File: src/rtl/tx_port_arbiter.sv
module tx_port_arbiter #(
  parameter int NUM_DMA   = 8,
  parameter int DW        = 64,
  parameter bit HAS_RDREQ = 1'b1
) (
  input  logic                  clk,
  input  logic                  rst_n,
  input  logic [NUM_DMA*DW-1:0] dma_tdata,
  input  logic [NUM_DMA-1:0]    dma_tvalid,
  input  logic [NUM_DMA-1:0]    dma_tlast,
  output logic [NUM_DMA-1:0]    dma_tready,
  input  logic [DW-1:0]         cpl_tdata,
  input  logic                  cpl_tvalid,
  input  logic                  cpl_tlast,
  output logic                  cpl_tready,
  input  logic [DW-1:0]         rrq_tdata,
  input  logic                  rrq_tvalid,
  input  logic                  rrq_tlast,
  output logic                  rrq_tready,
  output logic [DW-1:0]         m_tdata,
  output logic                  m_tvalid,
  output logic                  m_tlast,
  input  logic                  m_tready
);

  localparam int NSRC = NUM_DMA + 2;
  localparam int SW   = $clog2(NSRC);
  localparam int PW   = (NUM_DMA > 1) ? $clog2(NUM_DMA) : 1;
  localparam int CPL  = NUM_DMA;
  localparam int RRQ  = NUM_DMA + 1;

  logic [NSRC-1:0] vld, lst, rdy;
  logic [DW-1:0]   dat [NSRC];
  logic [PW-1:0]   ptr, rr_idx;
  logic            rr_hit, pick_v, locked, act, xfer;
  logic [SW-1:0]   pick, held, sel;

  for (genvar g = 0; g < NUM_DMA; g++) begin : g_dma
    assign vld[g] = dma_tvalid[g];
    assign lst[g] = dma_tlast[g];
    assign dat[g] = dma_tdata[g*DW +: DW];
  end

  assign vld[CPL] = cpl_tvalid;
  assign lst[CPL] = cpl_tlast;
  assign dat[CPL] = cpl_tdata;

  if (HAS_RDREQ) begin : g_rrq
    assign vld[RRQ] = rrq_tvalid;
    assign lst[RRQ] = rrq_tlast;
    assign dat[RRQ] = rrq_tdata;
  end else begin : g_no_rrq
    assign vld[RRQ] = 1'b0;
    assign lst[RRQ] = 1'b0;
    assign dat[RRQ] = '0;
  end

  always_comb begin
    rr_hit = 1'b0;
    rr_idx = '0;
    for (int k = 0; k < NUM_DMA; k++) begin
      int j;
      j = int'(ptr) + k;
      if (j >= NUM_DMA) j = j - NUM_DMA;
      if (!rr_hit && vld[j]) begin
        rr_hit = 1'b1;
        rr_idx = PW'(j);
      end
    end
  end

  always_comb begin
    if (vld[CPL])      pick = SW'(CPL);
    else if (vld[RRQ]) pick = SW'(RRQ);
    else               pick = SW'(rr_idx);
  end

  assign pick_v   = vld[CPL] | vld[RRQ] | rr_hit;
  assign sel      = locked ? held : pick;
  assign act      = locked | pick_v;
  assign m_tvalid = act & vld[sel];
  assign m_tdata  = dat[sel];
  assign m_tlast  = lst[sel];
  assign xfer     = m_tvalid & m_tready;

  always_comb begin
    for (int i = 0; i < NSRC; i++)
      rdy[i] = act && (sel == SW'(i)) && m_tready;
  end

  assign dma_tready = rdy[NUM_DMA-1:0];
  assign cpl_tready = rdy[CPL];
  assign rrq_tready = rdy[RRQ];

  always_ff @(posedge clk) begin
    if (!rst_n) begin
      locked <= 1'b0;
      held   <= '0;
    end else if (xfer && m_tlast) begin
      locked <= 1'b0;
    end else if (m_tvalid) begin
      locked <= 1'b1;
      held   <= sel;
    end
  end

  always_ff @(posedge clk) begin
    if (!rst_n)
      ptr <= '0;
    else if (xfer && m_tlast && (int'(sel) < NUM_DMA))
      ptr <= (int'(sel) == NUM_DMA - 1) ? '0 : PW'(int'(sel) + 1);
  end


  one_grant_chk: assert property (@(posedge clk) disable iff (!rst_n)
    $onehot0({rrq_tready, cpl_tready, dma_tready}));


  ready_follow_chk: assert property (@(posedge clk) disable iff (!rst_n)
    (|{rrq_tready, cpl_tready, dma_tready}) |-> m_tready);


  hold_stable_chk: assert property (@(posedge clk) disable iff (!rst_n)
    (m_tvalid && !m_tready) |=> (m_tvalid && $stable(m_tdata) && $stable(m_tlast)));


  cpl_first_chk: assert property (@(posedge clk) disable iff (!rst_n)
    (!locked && cpl_tvalid) |-> (m_tvalid && cpl_tready == m_tready && m_tdata == cpl_tdata));


  atomic_chk: assert property (@(posedge clk) disable iff (!rst_n)
    (m_tvalid && m_tready && !m_tlast && !cpl_tready) |=> !cpl_tready);

  if (!HAS_RDREQ) begin : g_rrq_off_chk

    always_comb rrq_off_chk: assert (!rrq_tready);
  end

endmodule

File: config.mk
export PLATFORM = sky130hd
export DESIGN_NAME = tx_port_arbiter
export DESIGN_NICKNAME = d
export VERILOG_FILES = /design/src/rtl/tx_port_arbiter.sv
export SDC_FILE = /design/constraint.sdc
export NUM_CORES = 1
export LEC_CHECK = 0
export CORE_AREA = 8 8 285 287
export CTS_CLUSTER_SIZE = 30
export DETAILED_ROUTE_END_ITERATION = 16
export DIE_AREA = 0 0 293 295
export SYNTH_ARGS = -nofsm -noshare
export SYNTH_HDL_FRONTEND = slang
export SYNTH_SLANG_ARGS = --single-unit
File: constraint.sdc
create_clock -name clk -period 8.9 [get_ports clk]
set_clock_uncertainty 0.15 [all_clocks]
set_input_delay 1.335 -clock clk [delete_from_list [all_inputs] [get_ports clk]]
set_output_delay 1.335 -clock clk [all_outputs]
set_load 0.03 [all_outputs]
# Word level (Yosys, flattened, before mapping)

Index checks and enable logic that the tools add are counted.

Flip-flop bits (word level): 8
Latch bits: 0
Memory bits (writable): 0
Memory bits (read-only): 0
Input bits: 663
Output and inout port bits: 76
Logic and storage cells: 154
Memories: 0

$add $sub $neg: 16
Multipliers: 0
Div/mod/pow operators: 0
$lt $le $gt $ge: 19
Eq/ne operators: 10
Shift operators: 0
Mux-type cells: 59
Bitwise logic cells: 8
Reductions and logical operators: 39

Operators with widths:

| kind                  | number |
|---|---|
| $bmux W64 S4          | 1 |
| $lt A32 B6 Y1 const B | 8 |
| $mux W32              | 8 |
| $mux W64              | 2 |
| $bmux W1 S4           | 10 |
| $sub A4 B4 Y5 const B | 7 |
| $logic_and A1 B1 Y1   | 29 |
| $ge A4 B4 Y1 const B  | 7 |
| $mux W3               | 9 |
| $mux W1               | 26 |
| $add A3 B3 Y4 const B | 4 |
| $eq A4 B3 Y1 const B  | 4 |
| $eq A4 B4 Y1 const B  | 3 |
| $mux W4               | 3 |
| $add A3 B2 Y4 const B | 2 |
| $eq A4 B2 Y1 const B  | 2 |
| $logic_not A1 Y1      | 7 |
| $ge A5 B5 Y1 const B  | 1 |
| $lt A4 B5 Y1 const B  | 1 |
| $not A4 Y5            | 1 |
| $sub A3 B4 Y5 const B | 1 |
| $add A3 B1 Y4 const B | 1 |
| $eq A4 B1 Y1 const B  | 1 |
| $ge A3 B4 Y1 const B  | 1 |
| other kinds (8)       | 12 |

# Depth between registers and ports, before layout

Word-level depth: 37
Gate-level depth with buffers: 19
Mapped depth without buffers: 14

# Worst setup path before layout

Ideal clock, no wire load.

Kind: register to output
Start point: register ptr[1]
End point: output port m_tdata[13]
Arrival: 4756 ps
Data required time: 7415 ps
Slack: 2659 ps
Stages on the path, launching flop included: 18
Buffers on the path: 5
Cells stage by stage: dfxtp_1 -> buf_2 -> clkbuf_1 -> inv_1 -> ha_1 -> mux4_2 -> mux2_2 -> or2_4 -> or3_1 -> o221a_1 -> o21a_1 -> buf_2 -> inv_2 -> buf_2 -> buf_1 -> mux4_2 -> a22oi_1 -> o21ai_0

Cells in the longest elaborated chain, start to end: 34
Elaborated cells between the ends (all ways): 91
Those cells by class: 15 x add/sub; 8 x order compare; 53 x mux; 1 x bitwise; 14 x reduce/logical

Ends and longest elaborated chain:

| what                                                                   | RTL line | RTL |
|---|---|---|
| start: declaration                                                     | 34       | `logic [PW-1:0] ptr, rr_idx;` |
| start signal: assignment                                               | 111      | `ptr <= (int'(sel) == NUM_DMA - 1) ? '0 : PW'(int'(sel) + 1);` |
| parallel branches: the longest is 26 deep, another holds $sub A4 B4 Y5 | --       |  |
| $mux W3 *                                                              | 65       | `if (!rr_hit && vld[j]) begin` |
| $mux W4 *                                                              | 74       | `else if (vld[RRQ]) pick = SW'(RRQ);` |
| $mux W4 *                                                              | 73       | `if (vld[CPL]) pick = SW'(CPL);` |
| $mux W4 *                                                              | 79       | `assign sel = locked ? held : pick;` |
| $not A4 Y5 (implied by the code) *                                     | 82       | `assign m_tdata = dat[sel];` |
| $bmux W64 S4 *                                                         | 82       |  |
| $mux W64 (implied by the code) * (2 in series)                         | 82       |  |
| end: declaration                                                       | 20       | `output logic [DW-1:0] m_tdata,` |

Every way passes the cells marked *. The select of a mux whose other input is x is not followed.

# Worst setup path after layout

Start point: input port dma_tvalid[4]
End point: output port m_tdata[63]

Cells in the longest elaborated chain, start to end: 32
Elaborated cells between the ends (all ways): 60
Those cells by class: 45 x mux; 1 x bitwise; 14 x reduce/logical

Ends and longest elaborated chain:

| what                                           | RTL line | RTL |
|---|---|---|
| start: declaration                             | 9        | `input logic [NUM_DMA-1:0] dma_tvalid,` |
| $bmux W1 S4                                    | 65       |  |
| $mux W1 (implied by the code) (2 in series)    | 65       |  |
| $mux W1                                        | 65       |  |
| $logic_not A1 Y1                               | 65       |  |
| $logic_and A1 B1 Y1                            | 65       |  |
| $mux W1                                        | 65       |  |
| $logic_not A1 Y1                               | 65       |  |
| $logic_and A1 B1 Y1                            | 65       |  |
| (+14 left out)                                 | --       |  |
| $logic_and A1 B1 Y1                            | 65       |  |
| $mux W3 *                                      | 65       |  |
| $mux W4 *                                      | 74       |  |
| $mux W4 *                                      | 73       |  |
| $mux W4 *                                      | 79       |  |
| $not A4 Y5 (implied by the code) *             | 82       |  |
| $bmux W64 S4 *                                 | 82       |  |
| $mux W64 (implied by the code) * (2 in series) | 82       |  |

Every way passes the cells marked *; elsewhere a longest branch is shown, timed or not. The select of a mux whose other input is x is not followed.

==> metrics.md <==
| Metric | Value |
|---|---|
| Syn nets | ~1300 |
| WP data arrival | 6430 ps |
| Drt via density | between 3 and 4 |
| Pwr per Cell Area | 158 nW/um^2 |
| FFs w/ async S/R, synth | 0% |
| # resized after CTS | 0 |
| Wire per inst | 30.3 microns |
| CTS H-tree lvls | 1 |
| Simple-Gate Fraction of Synth Area | about 6.7% |
| Critical Path Sink Type | output port |
| HP Class | reg2reg |
| Layout Nets | around 2000 |
| Worst r2r src | ptr[1]$_SDFFE_PN0P_ |
| Slew margin rel. | 49.5% |
| Mux cell area share after synthesis | between 60 and 70% |
| R2R depth | 15 |
| Crit-path max FO | 51 |
| WHS | 330 ps |
| Top Ports | roughly 740 |
| # fillers | 8347 |
| Compound-Gate Fraction of Synth Area | around a fifth |
| Number of global-route vias before repair | between 9000 and 10000 |
| DRC errors left | 0 |
| Initial antenna violation count | about 50 |
| CP Launch Type | primary input |
| Endpoints failing hold | 0 |
| Iter 0 DRT Violations | 607 |
| Clk sink count | 8 |
| Clock Latency Late Sink | about 230 ps |
| Mapped cell area | 6390 sq um |
| DIE HEIGHT | just under 300 microns |
| CTS Buffer Depth | 2 |
| Worst-Margin Slew | between 700 and 800 ps |
| RR Endpoint | held[0]$_SDFFE_PN0P_ |
| RSZ-0062 raised after global routing | false |
| Final setup fails | 0 |
| Die width | about 290 microns |
| Sequential area share after synthesis | 2.51% |
| Setup slack, reg-to-reg | 3130 ps |
| Most common cell after layout, fill and taps aside | clkdlybuf4s50_1 |
| Cts bufs inserted | 3 |
| Tcrit/Tclk final | between 80% and 90% |
| Hold_sp | held[3]$_SDFFE_PN0P_ |
| Register Area | 160 sq um |
| Syn Inst Count | 592 |
| DR pass1 iterations | 5 |
| Post-CTS setup buffer count | 0 |
| Crit Path Class | in2out |
| Clock slew at reported path FFs | 40 ps |
| Number of flops mapped to enable cells by yosys | 0 |
| Layout cells sized above 1 | 14.3% |
| Distinct cell type count after synthesis | 63 |
| First-pass GRT wire length | between 90 and 100 mm |
| Largest family of logic cells by synthesized area | multiplexers |
| Post-route ant nets | 0 |
| Synth warnings | 0 |
| Largest net degree at the start of global routing | 75 |
| Synth Register Bits | 8 |
| Highest-count cells in the layout ignoring fill and taps | clkdlybuf4s50_1 (738), mux4_2 (139), mux2i_1 (78), o21ai_0 (68), a22oi_1 (64) |
| Root buf cell | clkbuf_16 |
| Final WL | 70.7 mm |
| Fin. max-slew vios | 0 |
| Post-CTS Hold Fix Bufs | 0 |
| Synth Area in XOR/XNOR | 0.411% |
| Tmin final | 7910 ps |
| WP data required | between 7000 and 8000 ps |
| Post-route cell area | between 15000 and 20000 sq um |
| Routability cong. | between 0.9 and 1 |
| Port bufs | between 700 and 800 |
| Core box area | approximately 77000 sq um |
| Critical path endpoint | m_tdata[63] |
| Post-Route Setup TNS | 0 ps |
| Max-cap violations | 0 |
| Pleak | approximately 0.0052 uW |
| Starting Density | ~8.3% |
| Dominant synthesized flop cell | dfxtp_1 |
| Std-Cell Rows | 102 |
| Gr ovfl total | 0 |
| Status | finished, final reports clean |
| DR vias | approximately 9000 |
| Multi-input gate area | 5920 sq um |
| Sum of net half-perimeters after detailed placement | between 60 and 70 mm |
| Maximum clock frequency | approximately 130 MHz |
| CTS tree | built |
| Synth Area in Adders | between 1.5 and 2% |
| Die footprint | slightly below 90000 sq um |
| DP Area | 15000 sq um |
| Synth-to-Final Area Change | 136% |
| IR drop worst, VDD | 0.000124 V |
| Setup crit start | dma_tvalid[4] |
| GRT Util Overall | 15.3% |
| Post-Syn Area per Cell | between 10 and 15 sq um |
sequential cells by signal (all words and copies together), names as in the netlist:
name    cells
held        4
locked      1
ptr         3
critical path: stages:
cell,delay [ps]
clkdlybuf4s50_1,570
mux4_2,590
mux2_4,320
or2_4,280
or3_1,310
o221a_1,220
o21a_1,360
inv_6,520
mux4_2,410
a22oi_1,570
o21ai_0,200
clkdlybuf4s50_1,660
stage by stage:
| step | worst slack [ps] | power [uW] | utilization (%) | cells |
|---|---|---|---|---|
| floorplan | 2660 | 1280 | - | 592 |
| global placement | 1020 | 2320 | 19.5 | 2316 |
| detailed placement | 942 | 2340 | 19.5 | 2316 |
| CTS | 922 | 2410 | 19.6 | 2319 |
| global route | 761 | 2500 | 19.6 | 2324 |
| finish | 989 | 2380 | 19.7 | 2336 |
logic make-up after synthesis:
family          count (synthesis)
fa+ha+maj                       9
flops                           8
mux                           232
simple gates                   87
buf+inv                        76
xor+xnor                        3
compound gates                177
worst min path at each step:
stage | cells after the start | slack [ps] | to
2_1_floorplan | 2 | 290 | held[3]$_SDFFE_PN0P_
3_3_place_gp | 2 | 310 | held[3]$_SDFFE_PN0P_
3_5_place_dp | 2 | 330 | held[3]$_SDFFE_PN0P_
4_1_cts | 2 | 340 | held[3]$_SDFFE_PN0P_
5_1_grt | 2 | 370 | held[3]$_SDFFE_PN0P_
6_report | 2 | 330 | held[3]$_SDFFE_PN0P_
report_power, final:
group | internal [uW] | switching [uW] | leakage (uW)
Sequential | 44.5 | 7.08 | 0.0000655
Clock | 57.8 | 16.4 | 0.0000371
Combinational | 1040 | 1210 | 0.00510
synth_stat cells, types with 2 or more instances:
master / count / share of area [%]
nand4_1: 2 / 0.20
a22oi_1: 64 / 7.5
mux4_2: 139 / 49
nand3_1: 9 / 0.71
and2_1: 3 / 0.29
clkbuf_1: 23 / 1.4
ha_1: 9 / 1.8
or4_1: 3 / 0.35
buf_2: 22 / 1.7
nor2_1: 18 / 1.1
nand2_1: 27 / 1.6
o221ai_1: 2 / 0.27
mux2i_1: 78 / 12
nor3_1: 7 / 0.55
inv_1: 6 / 0.35
mux2_1: 2 / 0.35
buf_6: 3 / 0.53
nor2b_1: 3 / 0.29
o211a_1: 3 / 0.47
a32oi_1: 3 / 0.41
dfxtp_1: 8 / 2.5
buf_1: 19 / 1.1
a21o_1: 3 / 0.35
xor2_1: 2 / 0.27
mux4_1: 2 / 0.82
or3_1: 6 / 0.59
o21ai_0: 68 / 5.3
mux2_2: 10 / 1.8
o21a_1: 4 / 0.47
o22ai_1: 4 / 0.39
a21oi_1: 8 / 0.63
routing by layer:
layer	global-route usage, %	share of wire (%)
met1	20.3	44
met2	24.4	46
met3	5.12	8.8
met4	2.31	1.3
met5	0	0.11
layout make-up:
type | count | area share, %
sequential | 8 | 1.06
antenna | 17 | 0.282
inverter | 8 | 0.232
timing repair buffer | 752 | 50.1
tap | 1040 | 8.62
multi-input combinational | 508 | 39.2
clock buffer | 3 | 0.497
No activity file was read; power rests on OpenSTA's default activity.
